===== src/rtl/pktdma_pkg.sv =====
package pktdma_pkg;

  // status/control word flag positions
  localparam int FLG_START = 31;
  localparam int FLG_END   = 30;
  localparam int FLG_HAND  = 29;
  localparam int FLG_CHEND = 28;

  // register word indices
  localparam int RIX_HEAD  = 0;
  localparam int RIX_DONE  = 1;
  localparam int RIX_RESET = 2;
  localparam int RIX_CMD   = 3;
  localparam int RIX_STAT  = 4;

  localparam int CMD_STOP_BIT   = 3;
  localparam int STAT_QUIET_BIT = 31;

  typedef enum logic [2:0] {
    EN_IDLE,
    EN_FETCH,
    EN_RDBUF,
    EN_TAIL,
    EN_PAD,
    EN_WBACK
  } eng_state_t;

endpackage


===== src/rtl/pktdma_regs.sv =====
module pktdma_regs
  import pktdma_pkg::*;
#(
  parameter int RA_W = 3
) (
  input  logic            clk,
  input  logic            rst_n,
  input  logic            reg_wr,
  input  logic [RA_W-1:0] reg_addr,
  input  logic [31:0]     reg_wdata,
  output logic [31:0]     reg_rdata,
  input  logic            eng_busy,
  input  logic            head_clr,
  input  logic            head_load,
  input  logic [31:0]     head_load_val,
  output logic            start,
  output logic            stop_req,
  output logic            chan_clr,
  output logic            quiet
);

  logic [31:0] head_q, head_d;
  logic [31:0] done_q, done_d;
  logic        stop_q, stop_d;
  logic        srst_q, srst_d;
  logic        wr_head, wr_done, wr_reset, wr_cmd;

  always_comb begin
    wr_head  = reg_wr && (reg_addr == RA_W'(RIX_HEAD));
    wr_done  = reg_wr && (reg_addr == RA_W'(RIX_DONE));
    wr_reset = reg_wr && (reg_addr == RA_W'(RIX_RESET));
    wr_cmd   = reg_wr && (reg_addr == RA_W'(RIX_CMD));

    start = wr_head && !eng_busy && !srst_q && !stop_q && (reg_wdata != 32'd0);

    head_d = head_q;
    if (srst_q)                    head_d = 32'd0;
    else if (head_clr)             head_d = 32'd0;
    else if (head_load)            head_d = head_load_val;
    else if (wr_head && !eng_busy) head_d = reg_wdata;

    done_d = done_q;
    if (srst_q)       done_d = 32'd0;
    else if (wr_done) done_d = reg_wdata;

    stop_d = stop_q;
    if (srst_q)      stop_d = 1'b0;
    else if (wr_cmd) stop_d = reg_wdata[CMD_STOP_BIT];

    srst_d = srst_q;
    if (srst_q)        srst_d = 1'b0;
    else if (wr_reset) srst_d = reg_wdata[0];
  end

  always_ff @(posedge clk or negedge rst_n) begin
    if (!rst_n) begin
      head_q <= 32'd0;
      done_q <= 32'd0;
      stop_q <= 1'b0;
      srst_q <= 1'b0;
    end else begin
      head_q <= head_d;
      done_q <= done_d;
      stop_q <= stop_d;
      srst_q <= srst_d;
    end
  end

  always_comb begin
    chan_clr = srst_q;
    stop_req = stop_q;
    quiet    = stop_q && !eng_busy;
    reg_rdata = 32'd0;
    if (reg_addr == RA_W'(RIX_HEAD))       reg_rdata = head_q;
    else if (reg_addr == RA_W'(RIX_DONE))  reg_rdata = done_q;
    else if (reg_addr == RA_W'(RIX_RESET)) reg_rdata = {31'd0, srst_q};
    else if (reg_addr == RA_W'(RIX_CMD))   reg_rdata = 32'(stop_q) << CMD_STOP_BIT;
    else if (reg_addr == RA_W'(RIX_STAT))  reg_rdata = 32'(quiet) << STAT_QUIET_BIT;
  end

endmodule


===== src/rtl/pktdma_ser.sv =====
module pktdma_ser (
  input  logic        clk,
  input  logic        rst_n,
  input  logic        clr,
  input  logic        load,
  input  logic [31:0] load_word,
  input  logic [2:0]  load_cnt,
  input  logic        load_last,
  output logic        idle,
  output logic        tx_valid,
  output logic [7:0]  tx_data,
  output logic        tx_last,
  input  logic        tx_ready
);

  logic [31:0] sh_q, sh_d;
  logic [2:0]  left_q, left_d;
  logic        last_q, last_d;

  always_comb begin
    sh_d   = sh_q;
    left_d = left_q;
    last_d = last_q;
    if (load) begin
      sh_d   = load_word;
      left_d = load_cnt;
      last_d = load_last;
    end else if (tx_valid && tx_ready) begin
      sh_d   = {8'd0, sh_q[31:8]};
      left_d = left_q - 3'd1;
    end
  end

  always_ff @(posedge clk or negedge rst_n) begin
    if (!rst_n) begin
      sh_q   <= 32'd0;
      left_q <= 3'd0;
      last_q <= 1'b0;
    end else if (clr) begin
      sh_q   <= 32'd0;
      left_q <= 3'd0;
      last_q <= 1'b0;
    end else begin
      sh_q   <= sh_d;
      left_q <= left_d;
      last_q <= last_d;
    end
  end

  always_comb begin
    idle     = (left_q == 3'd0);
    tx_valid = (left_q != 3'd0);
    tx_data  = sh_q[7:0];
    tx_last  = last_q && (left_q == 3'd1);
  end

endmodule


===== src/rtl/pktdma_engine.sv =====
module pktdma_engine
  import pktdma_pkg::*;
#(
  parameter int LEN_W     = 11,
  parameter int MIN_FRAME = 60,
  parameter int PKT_W     = 16
) (
  input  logic        clk,
  input  logic        rst_n,
  input  logic        clr,
  input  logic        start,
  input  logic [31:0] start_addr,
  input  logic        stop_req,
  output logic        busy,
  output logic        head_clr,
  output logic        head_load,
  output logic [31:0] head_load_val,
  output logic        mem_req,
  output logic        mem_we,
  output logic [31:0] mem_addr,
  output logic [31:0] mem_wdata,
  input  logic        mem_ack,
  input  logic [31:0] mem_rdata,
  input  logic        ser_idle,
  output logic        ser_load,
  output logic [31:0] ser_word,
  output logic [2:0]  ser_cnt,
  output logic        ser_last
);

  localparam logic [PKT_W-1:0] MINV = PKT_W'(MIN_FRAME);
  localparam logic [LEN_W-1:0] FOUR = LEN_W'(4);

  eng_state_t       st_q, st_d;
  logic [31:0]      cur_q, cur_d;
  logic [31:0]      nxt_q, nxt_d;
  logic [31:0]      buf_q, buf_d;
  logic [LEN_W-1:0] rem_q, rem_d;
  logic [31:0]      mode_q, mode_d;
  logic [1:0]       fix_q, fix_d;
  logic [PKT_W-1:0] pcnt_q, pcnt_d;

  logic [2:0]       chunk, pchunk;
  logic [PKT_W-1:0] pad_left;
  logic [31:0]      wb_word;

  always_comb begin
    chunk    = (rem_q > FOUR) ? 3'd4 : rem_q[2:0];
    pad_left = (pcnt_q < MINV) ? (MINV - pcnt_q) : '0;
    pchunk   = (pad_left > PKT_W'(4)) ? 3'd4 : pad_left[2:0];
    wb_word  = mode_q;
    wb_word[FLG_HAND]  = 1'b0;
    wb_word[FLG_CHEND] = (nxt_q == 32'd0);
  end

  always_comb begin
    st_d   = st_q;
    cur_d  = cur_q;
    nxt_d  = nxt_q;
    buf_d  = buf_q;
    rem_d  = rem_q;
    mode_d = mode_q;
    fix_d  = fix_q;
    pcnt_d = pcnt_q;
    mem_req   = 1'b0;
    mem_we    = 1'b0;
    mem_addr  = 32'd0;
    mem_wdata = 32'd0;
    ser_load  = 1'b0;
    ser_word  = 32'd0;
    ser_cnt   = 3'd0;
    ser_last  = 1'b0;
    head_clr  = 1'b0;
    head_load = 1'b0;
    head_load_val = nxt_q;
    unique case (st_q)
      EN_IDLE: begin
        if (start) begin
          cur_d = start_addr;
          fix_d = 2'd0;
          st_d  = EN_FETCH;
        end
      end
      EN_FETCH: begin
        mem_req  = 1'b1;
        mem_addr = cur_q + 32'({fix_q, 2'b00});
        if (mem_ack) begin
          fix_d = fix_q + 2'd1;
          unique case (fix_q)
            2'd0: nxt_d = mem_rdata;
            2'd1: buf_d = mem_rdata;
            2'd2: rem_d = mem_rdata[LEN_W-1:0];
            default: begin
              mode_d = mem_rdata;
              if (!mem_rdata[FLG_HAND]) begin
                head_clr = 1'b1;
                st_d     = EN_IDLE;
              end else begin
                if (mem_rdata[FLG_START]) pcnt_d = '0;
                st_d = (rem_q == '0) ? EN_TAIL : EN_RDBUF;
              end
            end
          endcase
        end
      end
      EN_RDBUF: begin
        if (ser_idle) begin
          mem_req  = 1'b1;
          mem_addr = buf_q;
          if (mem_ack) begin
            ser_load = 1'b1;
            ser_word = mem_rdata;
            ser_cnt  = chunk;
            ser_last = mode_q[FLG_END] && (rem_q <= FOUR) &&
                       ((pcnt_q + PKT_W'(chunk)) >= MINV);
            buf_d  = buf_q + 32'd4;
            rem_d  = rem_q - LEN_W'(chunk);
            pcnt_d = pcnt_q + PKT_W'(chunk);
            if (rem_q <= FOUR) st_d = EN_TAIL;
          end
        end
      end
      EN_TAIL: begin
        st_d = (mode_q[FLG_END] && (pcnt_q < MINV)) ? EN_PAD : EN_WBACK;
      end
      EN_PAD: begin
        if (ser_idle) begin
          ser_load = 1'b1;
          ser_cnt  = pchunk;
          ser_last = (pad_left == PKT_W'(pchunk));
          pcnt_d   = pcnt_q + PKT_W'(pchunk);
          if (pad_left == PKT_W'(pchunk)) st_d = EN_WBACK;
        end
      end
      EN_WBACK: begin
        if (ser_idle) begin
          mem_req   = 1'b1;
          mem_we    = 1'b1;
          mem_addr  = cur_q + 32'd12;
          mem_wdata = wb_word;
          if (mem_ack) begin
            if (nxt_q == 32'd0) begin
              head_clr = 1'b1;
              st_d     = EN_IDLE;
            end else begin
              head_load = 1'b1;
              if (stop_req && mode_q[FLG_END]) begin
                st_d = EN_IDLE;
              end else begin
                cur_d = nxt_q;
                fix_d = 2'd0;
                st_d  = EN_FETCH;
              end
            end
          end
        end
      end
      default: st_d = EN_IDLE;
    endcase
  end

  always_ff @(posedge clk or negedge rst_n) begin
    if (!rst_n) begin
      st_q   <= EN_IDLE;
      cur_q  <= 32'd0;
      nxt_q  <= 32'd0;
      buf_q  <= 32'd0;
      rem_q  <= '0;
      mode_q <= 32'd0;
      fix_q  <= 2'd0;
      pcnt_q <= '0;
    end else if (clr) begin
      st_q   <= EN_IDLE;
      cur_q  <= 32'd0;
      nxt_q  <= 32'd0;
      buf_q  <= 32'd0;
      rem_q  <= '0;
      mode_q <= 32'd0;
      fix_q  <= 2'd0;
      pcnt_q <= '0;
    end else begin
      st_q   <= st_d;
      cur_q  <= cur_d;
      nxt_q  <= nxt_d;
      buf_q  <= buf_d;
      rem_q  <= rem_d;
      mode_q <= mode_d;
      fix_q  <= fix_d;
      pcnt_q <= pcnt_d;
    end
  end

  always_comb busy = (st_q != EN_IDLE);

endmodule


===== src/rtl/pktdma_tx_chan.sv =====
module pktdma_tx_chan #(
  parameter int RA_W      = 3,
  parameter int LEN_W     = 11,
  parameter int MIN_FRAME = 60
) (
  input  logic            clk,
  input  logic            rst_n,
  input  logic            reg_wr,
  input  logic [RA_W-1:0] reg_addr,
  input  logic [31:0]     reg_wdata,
  output logic [31:0]     reg_rdata,
  output logic            mem_req,
  output logic            mem_we,
  output logic [31:0]     mem_addr,
  output logic [31:0]     mem_wdata,
  input  logic            mem_ack,
  input  logic [31:0]     mem_rdata,
  output logic            tx_valid,
  output logic [7:0]      tx_data,
  output logic            tx_last,
  input  logic            tx_ready
);

  localparam int PKT_W = LEN_W + 5;

  logic        eng_busy, head_clr, head_load, start, stop_req, chan_clr, idle_flag;
  logic [31:0] head_load_val;
  logic        ser_idle, ser_load, ser_last;
  logic [31:0] ser_word;
  logic [2:0]  ser_cnt;

  pktdma_regs #(.RA_W(RA_W)) u_regs (
    .clk(clk), .rst_n(rst_n),
    .reg_wr(reg_wr), .reg_addr(reg_addr), .reg_wdata(reg_wdata), .reg_rdata(reg_rdata),
    .eng_busy(eng_busy), .head_clr(head_clr), .head_load(head_load),
    .head_load_val(head_load_val), .start(start), .stop_req(stop_req),
    .chan_clr(chan_clr), .quiet(idle_flag)
  );

  pktdma_engine #(.LEN_W(LEN_W), .MIN_FRAME(MIN_FRAME), .PKT_W(PKT_W)) u_eng (
    .clk(clk), .rst_n(rst_n), .clr(chan_clr),
    .start(start), .start_addr(reg_wdata), .stop_req(stop_req), .busy(eng_busy),
    .head_clr(head_clr), .head_load(head_load), .head_load_val(head_load_val),
    .mem_req(mem_req), .mem_we(mem_we), .mem_addr(mem_addr), .mem_wdata(mem_wdata),
    .mem_ack(mem_ack), .mem_rdata(mem_rdata),
    .ser_idle(ser_idle), .ser_load(ser_load), .ser_word(ser_word),
    .ser_cnt(ser_cnt), .ser_last(ser_last)
  );

  pktdma_ser u_ser (
    .clk(clk), .rst_n(rst_n), .clr(chan_clr),
    .load(ser_load), .load_word(ser_word), .load_cnt(ser_cnt), .load_last(ser_last),
    .idle(ser_idle), .tx_valid(tx_valid), .tx_data(tx_data), .tx_last(tx_last),
    .tx_ready(tx_ready)
  );

endmodule


===== config.mk =====
export PLATFORM = sky130hd
export DESIGN_NAME = pktdma_tx_chan
export DESIGN_NICKNAME = d
export VERILOG_FILES = /design/src/rtl/pktdma_pkg.sv /design/src/rtl/pktdma_regs.sv /design/src/rtl/pktdma_ser.sv /design/src/rtl/pktdma_engine.sv /design/src/rtl/pktdma_tx_chan.sv
export SDC_FILE = /design/constraint.sdc
export NUM_CORES = 1
export LEC_CHECK = 0
export BUFFER_PORTS_ARGS = -buffer_cell sky130_fd_sc_hd__buf_2
export CAP_MARGIN = 40
export CORE_MARGIN = 3
export CORE_UTILIZATION = 54
export DETAILED_ROUTE_END_ITERATION = 10
export PLACE_DENSITY = 0.77
export SETUP_SLACK_MARGIN = 0.1
export SLEW_MARGIN = 10
export SYNTH_ARGS = -nofsm -noshare
export SYNTH_HDL_FRONTEND = slang
export SYNTH_SLANG_ARGS = --single-unit
export TNS_END_PERCENT = 5

===== constraint.sdc =====
create_clock -name clk -period 3.16 [get_ports clk]
set_clock_uncertainty 0.15 [all_clocks]
set_input_delay 0.158 -clock clk [delete_from_list [all_inputs] [get_ports clk]]
set_output_delay 0.158 -clock clk [all_outputs]
set_load 0.1 [all_outputs]

# After elaboration in Yosys (flattened, before gate mapping)
# Index checks and enable logic that the tools add are counted.
# Widths: inputs -> output; s select.
op_classes:
  n_reduce_logical: 49
  n_eq_ne: 30
  order_cmp: 5
  add_sub_neg: 9
  n_mux: 120
ops:
  columns: ["op", "count"]
  rows:
  - ["$mux 32", 40]
  - ["$mux 16", 9]
  - ["$pmux 32 s2", 2]
  - ["$pmux 32 s3", 1]
  - ["$mux 3", 21]
  - ["$mux 11", 5]
  - ["$pmux 16 s3", 1]
  - ["$ne 3x3->1 const B", 12]
  - ["$add 16x3->16", 2]
  - ["$add 32x3->32 const B", 1]
  - ["$add 32x4->32", 1]
  - ["$add 32x4->32 const B", 1]
  - ["$logic_not 32->1", 1]
  - ["$reduce_bool 32->1", 1]
  - ["$mux 1", 26]
  - ["$pmux 11 s2", 1]
  - ["$pmux 3 s6", 1]
  - ["$eq 16x3->1", 1]
  - ["$ge 16x6->1 const B", 1]
  - ["$gt 16x3->1 const B", 1]
  - ["$lt 16x6->1 const B", 1]
  - ["$sub 6x16->16 const A", 1]
  - ["$logic_and 1x1->1", 15]
  - ["$reduce_bool 3->1", 5]
  - ["30 further kinds", 62]
word_totals:
  output_inout_bits: 108
  elab_cells: 228
  regBits: 262
  inputBits: 72

# Depth between registers and ports, before layout
# Gate-level depths: netlist (run 1).
logic_depth:
  word_depth: 10
  mapped_depth: 16

# By module
# A second synthesis (run 1) with hierarchy kept.
unflattened:
  hier_cells: 1906
  area_unflattened_um2: 16656.0
by_module_without_submodules:
  columns: ["mod", "cells_each", "n_inst", "area_per_inst_um2"]
  rows:
  - ["pktdma_engine", 1458, 1, 11352.1]
  - ["pktdma_regs", 287, 1, 3408.3]
  - ["pktdma_ser", 161, 1, 1895.6]

# Worst setup path after synthesis (run 1)
# OpenSTA, ideal clock, no wires.
synth_path:
  path_kind: "reg2out"
  from: "register u_eng.st_q[0]"
  to: "output port reg_rdata[31]"
  n_path_buf: 2
  stages_incl_launch_ff: 6
  arrival_time_ps: 5879
  setup_slack_ps: -3027
  cell_sequence: "dfrtp_1 > buf_6 > buf_2 > nor3_1 > nand3b_1 > a2111oi_0"
synth_via:
  elab_chain_cells: 8
synth_rtl:
  columns: ["element", "line", "source"]
  rows:
  - ["start: declaration", "pktdma_engine.sv:34", "eng_state_t st_q, st_d;"]
  - ["start signal: assignment", "pktdma_engine.sv:182", "st_q <= st_d;"]
  - ["$reduce_bool 3->1", "pktdma_engine.sv:193", "always_comb busy = (st_q != EN_IDLE);"]
  - ["$logic_not 1->1", "pktdma_regs.sv:72", "quiet = stop_q && !eng_busy;"]
  - ["$logic_and 1x1->1", "pktdma_regs.sv:72", null]
  - ["$mux 32", "pktdma_regs.sv:78", "else if (reg_addr == RA_W'(RIX_STAT)) reg_rdata = 32'(quiet) << STAT_QUIET_BIT;"]
  - ["$mux 32", "pktdma_regs.sv:77", "else if (reg_addr == RA_W'(RIX_CMD)) reg_rdata = 32'(stop_q) << CMD_STOP_BIT;"]
  - ["$mux 32", "pktdma_regs.sv:76", "else if (reg_addr == RA_W'(RIX_RESET)) reg_rdata = {31'd0, srst_q};"]
  - ["$mux 32", "pktdma_regs.sv:75", "else if (reg_addr == RA_W'(RIX_DONE)) reg_rdata = done_q;"]
  - ["$mux 32", "pktdma_regs.sv:74", "if (reg_addr == RA_W'(RIX_HEAD)) reg_rdata = head_q;"]
  - ["end: declaration", "pktdma_tx_chan.sv:11", "output logic [31:0] reg_rdata,"]
# Every way passes these cells.

# Worst setup path in the final report (run 1)
layout_path:
  from: "register u_eng.pcnt_q[12]"
  to: "register u_eng.pcnt_q[12]"
layout_via:
  elab_chain_cells: 8
layout_rtl:
  columns: ["element", "line", "source"]
  rows:
  - ["start: declaration", "pktdma_engine.sv:41", "logic [PKT_W-1:0] pcnt_q, pcnt_d;"]
  - ["start signal: assignment", "pktdma_engine.sv:189", "pcnt_q <= pcnt_d;"]
  - ["$sub 6x16->16 / $lt 16x6->1 (equally long branches)", "pktdma_engine.sv:49", "pad_left = (pcnt_q < MINV) ? (MINV - pcnt_q) : '0;"]
  - ["$mux 16", "pktdma_engine.sv:49", null]
  - ["$gt 16x3->1", "pktdma_engine.sv:50", "pchunk = (pad_left > PKT_W'(4)) ? 3'd4 : pad_left[2:0];"]
  - ["$mux 3", "pktdma_engine.sv:50", null]
  - ["$add 16x3->16", "pktdma_engine.sv:131", "pcnt_d = pcnt_q + PKT_W'(pchunk);"]
  - ["$mux 16", "pktdma_engine.sv:127", "if (ser_idle) begin"]
  - ["$pmux 16 s3 (*)", "pktdma_engine.sv:76", "unique case (st_q)"]
  - ["$mux 16 (*)", "pktdma_engine.sv:172", "end else if (clr) begin"]
# Every way passes the cells marked *; elsewhere a longest branch is shown, timed or not. The select of a mux whose other input is x is not followed.
# A chain may end at the register's enable or synchronous reset.

==> results.cfg, run 1 <==
[route]
drcViolationCount = 0
num_vias = 16200
drt_iter0_markers = 2251
drt-total-wl_mm = 54.6
first_pass_iters = 6
antenna_left = 0
wl_per_cell_um = 21.9
via_per_inst = 6.52

[worst_setup_path]
path_cells = nor4_2 -> nand4_1 -> a21oi_2 -> and3_4 -> ha_4 -> inv_2 -> fa_2 -> nor2b_4 -> o21ai_4 -> or4_4 -> o22ai_4 -> a31oi_1 -> a211oi_1
slowest_stage = or4_4
worstSetupEndpointType = register
cp-start-kind = register
worstPathRequired_ps = 3470
crit_path_max_incr_delay_ps = 460
critPathKind = reg2reg
crit_fanout = 3
arrival_ps = 3650

[status]
outcome = finished with violations
violations = negative setup slack

[floorplanning]
core_um2 = 28200
dieWidth_um = 177
die_y_um = 177
ioPinCount = 180
initial_core_util = 0.558
rows = 61
die_area_um2 = 31300

[clock_tree]
cts_max_level = 1
clk_pin_slew_ps = 70
clkSinkCount = 260
cts_buffers = 27
cts_tree = done
cts-root-buf = clkbuf_16
clock_latency_ps = 560
clockBufferDepth = 3

[logic_synthesis]
syn_area_um2 = 15800
ys_top_cells_by_area = dfrtp_1, nand2_1, o21ai_0, a21oi_1, a22o_1
synthArstFlopShare = 1.00
synth_edf_count = 0
ys.warnings.count = 0
syn_area_per_cell_um2 = 8.50
yosysMostFrequentCell = nand2_1
syn_nets = 1949
synth_cell_type_count = 93
netlist.area_leader.share = 0.413
seq_area_frac_synth = 0.413
netlist.top_cell.by_area = dfrtp_1
synthTopCellsByCount = nand2_1, dfrtp_1, o21ai_0, a21oi_1, clkbuf_1
synthCells = 1855
synth-main-ff-cell = dfrtp_1
synth_seq_cells = 260

[placed_design]
gp_congestion = 0.968
dpl_cell_area_um2 = 18400
placed_cells = 2354
post-dp-hpwl_mm = 37.6
io_buffers = 178

[global_routing]
antenna_found_initial = 0
grt.total_usage = 0.342
grt.overflow.total = 0
grt_start_max_net_pins = 100
grt_pass1_vias = 15500
grt_pass1_wl_mm = 85.6

[run]
max-cap-violations = 0

[pwr]
irDropWorstVdd_uv = 1760
p_leak_nw = 8.76
finalPower_mw = 18.5
power_density_nw_per_um2 = 904

[cells_and_area]
finalNonFillerCells = 2489
syn_to_final_growth_pct = 29.7
num-nets-final = 2185
drive_gt1_frac = 0.227
final_area_um2 = 20400
final_util = 0.724
antenna_cells = 0

[hold_path]
min_path_type = in2async

[timing]
layout_setup_ws_ps = -178
max_freq_mhz = 300
setup_viol = 5
slew_headroom = 0.481
finalSetupTns_ps = -488
period_needed_ps = 3340
finalCritPeriodShare = 1.06
rsz0062_at_grt = yes
finalHoldViolCount = 0
worst_pin_slew_ps = 776
slew_violations = 0
## cell families after synthesis
kind of cell | count (synthesis) | share of synthesized area
other | 2 | 0.000476
multiplexers | 39 | 0.0276
flip-flops | 260 | 0.413
buffers and inverters | 186 | 0.0509
XOR/XNOR | 37 | 0.0206
adder cells (fa/ha/maj) | 22 | 0.0189
AND/OR/NAND/NOR | 702 | 0.222
AO/OA/AOI/OAI | 607 | 0.247
## routing by layer
metal / vias up / routed length [um] / track usage
met5: - / 0 / 0
met3: 130 / 5630 / 0.0682
li1: 7242 / - / -
met1: 7865 / 22900 / 0.494
met4: 0 / 2100 / 0.126
met2: 995 / 24000 / 0.513
## metrics by stage
step,setup slack [ps],hold WS (ps)
final,-178,77.6
after global routing,-281,141
after CTS,-40.2,122
after detailed placement,-438,97.6
after global placement,-321,107
after floorplan,-642,-288
## critical path: cells and delay by family (launching register included)
family,cells,cell delay [ps]
and+or+nand+nor,5,1400
AOI/OAI and AO/OA,5,750
adders and majority gates,2,500
DFF,1,390
buffers and inverters,1,40
## layout by cell type, fill, tap and decap left out, types with 10 or more instances in the layout
cell,n
nor2_1,86
buf_2,111
ha_1,15
dlygate4sd3_1,72
dfrtp_1,251
nand2_1,315
nor4_1,31
nor3_1,30
and2_1,36
clkbuf_16,27
inv_1,22
o21ai_0,167
nand4_1,20
a21oi_1,139
a31oi_1,41
o22ai_1,18
and4_1,10
buf_4,107
xnor2_1,20
buf_12,74
nor3b_1,37
a221o_1,16
xor2_1,17
o21ai_1,10
nand3_1,30
a22oi_1,48
o21ai_2,13
a22o_1,67
mux2_2,35
and3_1,19
## sequential cells by signal, indices dropped and copies added (netlist names), 11 cells and up
name,flops
u_eng.cur_q,32
u_eng.rem_q,11
u_regs.done_q,32
u_eng.head_load_val,32
u_eng.pcnt_q,16
u_eng.mode_q,30
u_regs.head_q,32
u_eng.buf_q,32
u_ser.sh_q,32
## power by group
part	switching [mW]	total (mW)	internal, mW
sequential	1.52	6.10	4.58
combinational	5.63	9.07	3.44
clock	1.40	3.32	1.92
## area by class of cell
type                            instances  area [um^2]
Timing Repair Buffer                  367         3620
Tap cell                              378          473
Multi-Input combinational cell       1409         8830
Clock buffer                           36          749
Inverter                               26          100
Fill cell                            2072         7790
Sequential cell                       260         6520
Clock inverter                         13          160
## path summary, 6_finish.rpt
kind / to / start / slack [ps] / depth (start not counted)
min in group clk: u_ser.left_q[2] / tx_ready / 170 / 6
worst min-delay path: u_regs.done_q[1] / rst_n / 80 / 2
worst min register to register: u_eng.mode_q[5] / u_eng.mode_q[5] / 320 / 2
max in group asynchronous: u_eng.mode_q[3] / rst_n / 1850 / 3
worst max-delay path: u_eng.pcnt_q[12] / u_eng.pcnt_q[12] / -180 / 13
worst max register to register: u_eng.pcnt_q[12] / u_eng.pcnt_q[12] / -180 / 13
## timing repair
item	CTS	global route
endpoints found under the hold margin	297	0
hold buffers	72	0
pin swaps	9	8
setup buffers	12	1
resized for setup	48	41
setup endpoints to repair	76	45
cloned	1	0
No activity file was read; power rests on OpenSTA's default activity.
==> run 2: changes to the inputs <==
--- a/config.mk
+++ b/config.mk
@@ -8,9 +8,9 @@
 export BUFFER_PORTS_ARGS = -buffer_cell sky130_fd_sc_hd__buf_2
 export CAP_MARGIN = 40
 export CORE_MARGIN = 3
-export CORE_UTILIZATION = 54
+export CORE_UTILIZATION = 40
 export DETAILED_ROUTE_END_ITERATION = 10
-export PLACE_DENSITY = 0.77
+export PLACE_DENSITY = 0.59
 export SETUP_SLACK_MARGIN = 0.1
 export SLEW_MARGIN = 10
 export SYNTH_ARGS = -nofsm -noshare
==> run 2 against run 1 <==
Effect of this change:
- the flow finishes with violations (negative hold slack, negative setup slack)
- core utilization fell by 18 points
- sequential share of layout area fell by 0.72 points
- via count fell by 2.6%
- critical path depth rose by 2
- critical path type unchanged
- power rose by 3.7%
- cell count rose by 6.4%
- non-clock buffer count rose by 15
- sequential power fell by 2%
- worst setup slack improved by 120 ps
- global-route usage fell by 7.1 points
- sequential cell count did not move
==> results.cfg, run 2 (same netlist as run 1, synthesis figures left out) <==
[pwr]
irDropWorstVdd_uv = 542
p_leak_nw = 8.89
power_density_nw_per_um2 = 915

[global_routing]
grt_start_max_net_pins = 74
grt_pass1_vias = 15100
grt.overflow.total = 0
grt_pass1_wl_mm = 89.9
antenna_found_initial = 1
grt.total_usage = 0.271

[timing]
slew_headroom = 0.530
max_freq_mhz = 311
finalCritPeriodShare = 1.02
layout_setup_ws_ps = -55.6
finalHoldViolCount = 1
period_needed_ps = 3220
finalSetupTns_ps = -91.0
rsz0062_at_grt = yes
holdWs_ps = -11.8
setup_viol = 2
slew_violations = 0
worst_pin_slew_ps = 698

[route]
wl_per_cell_um = 21.7
first_pass_iters = 6
drt_iter0_markers = 1608
via_per_inst = 5.97
drcViolationCount = 0
drt-total-wl_mm = 57.5
num_vias = 15800
antenna_left = 0

[floorplanning]
rows = 72
die_area_um2 = 41800
core_um2 = 38800
ioPinCount = 180
dieWidth_um = 205
initial_core_util = 0.406
die_y_um = 205

[worst_setup_path]
arrival_ps = 3580
crit_fanout = 3
worstSetupEndpointType = register
worstPathRequired_ps = 3520
cp-start-kind = register
critPathKind = reg2reg

[clock_tree]
clk_pin_slew_ps = 70
cts-root-buf = clkbuf_16
cts_tree = done
cts_max_level = 1
clkSinkCount = 260
clock_latency_ps = 570
clockBufferDepth = 3
cts_buffers = 29

[placed_design]
placed_cells = 2517
io_buffers = 178
dpl_cell_area_um2 = 18700
gp_congestion = 0.940
post-dp-hpwl_mm = 41.6
dp_slack_ps = -405

[cells_and_area]
layout_common_cells = nand2_1, dfrtp_1, o21ai_0
drive_gt1_frac = 0.242
antenna_cells = 0
final_area_um2 = 20900
fillers = 3502
syn_to_final_growth_pct = 32.8
final_common_cell = nand2_1
finalNonFillerCells = 2649
final_util = 0.539
num-nets-final = 2202

[status]
outcome = finished with violations
violations = negative hold slack, negative setup slack

[hold_path]
min_path_type = in2async

[run]
max-cap-violations = 0
run 2: report_power, final:
group	internal (mW)	switching [mW]	total [mW]	leakage, nW
clock network	2.33	1.45	3.78	0.510
registers	4.58	1.40	5.99	3.31
logic	3.54	5.85	9.39	5.07
total	10.5	8.70	19.2	8.89
run 2: layout make-up:
type                    instances  area (um^2)  area share
clock inverters                19          287      0.0137
flip-flops and latches        260         6530       0.312
well taps                     518          648      0.0309
clock buffers                  35          778      0.0372
repair buffers                382         3710       0.177
inverters                      26          100     0.00478
multi-input cells            1409         8890       0.425
run 2: timing repair:
action / 4_1_cts / 5_1_grt
setup endpoints to repair: 141 / 43
pin swaps: 17 / 11
gates resized for setup: 76 / 34
endpoints found under the hold margin: 460 / 0
hold buffers: 71 / 0
buffers inserted: 6 / 1
run 2: metrics by stage:
step                      hold slack [ps]  total power, mW
after floorplan                      -288             11.4
after global placement               25.2             14.7
after detailed placement             26.8             14.9
after CTS                            16.1             19.0
after global routing                 42.6             20.1
final                               -11.8             19.2
run 2: metal layers:
| metal | global-route usage | wire length [um] | vias up |
|---|---|---|---|
| met2 | 0.392 | 24600 | 641 |
| li1 | - | - | 7289 |
| met4 | 0.0698 | 1380 | 0 |
| met1 | 0.424 | 27300 | 7797 |
| met3 | 0.0370 | 4220 | 83 |
| met5 | 0 | 0 | - |
run 2: worst max-delay path, stage by stage, from the launching register on:
cell,delay [ps]
dfrtp_1,400
inv_2,70
ha_4,200
o22ai_2,180
o2111ai_2,160
nor2_2,130
and3_4,210
ha_4,130
inv_2,30
fa_2,340
nor2b_2,150
o21ai_2,90
or4_4,460
o22ai_4,120
nor3b_2,190
o21a_1,140
run 2: final timing paths:
| path | slack (ps) | start | cells after the start | to |
|---|---|---|---|---|
| setup / recovery | -60 | u_eng.pcnt_q[0] | 15 | u_eng.pcnt_q[14] |
| hold / removal | -10 | rst_n | 2 | u_regs.head_q[0] |
| setup reg to reg | -60 | u_eng.pcnt_q[0] | 15 | u_eng.pcnt_q[14] |
| hold reg to reg | 320 | u_eng.mode_q[18] | 2 | u_eng.mode_q[18] |
| max in group asynchronous | 1980 | rst_n | 3 | u_eng.mode_q[25] |
| min in group clk | 50 | tx_ready | 5 | u_ser.left_q[2] |
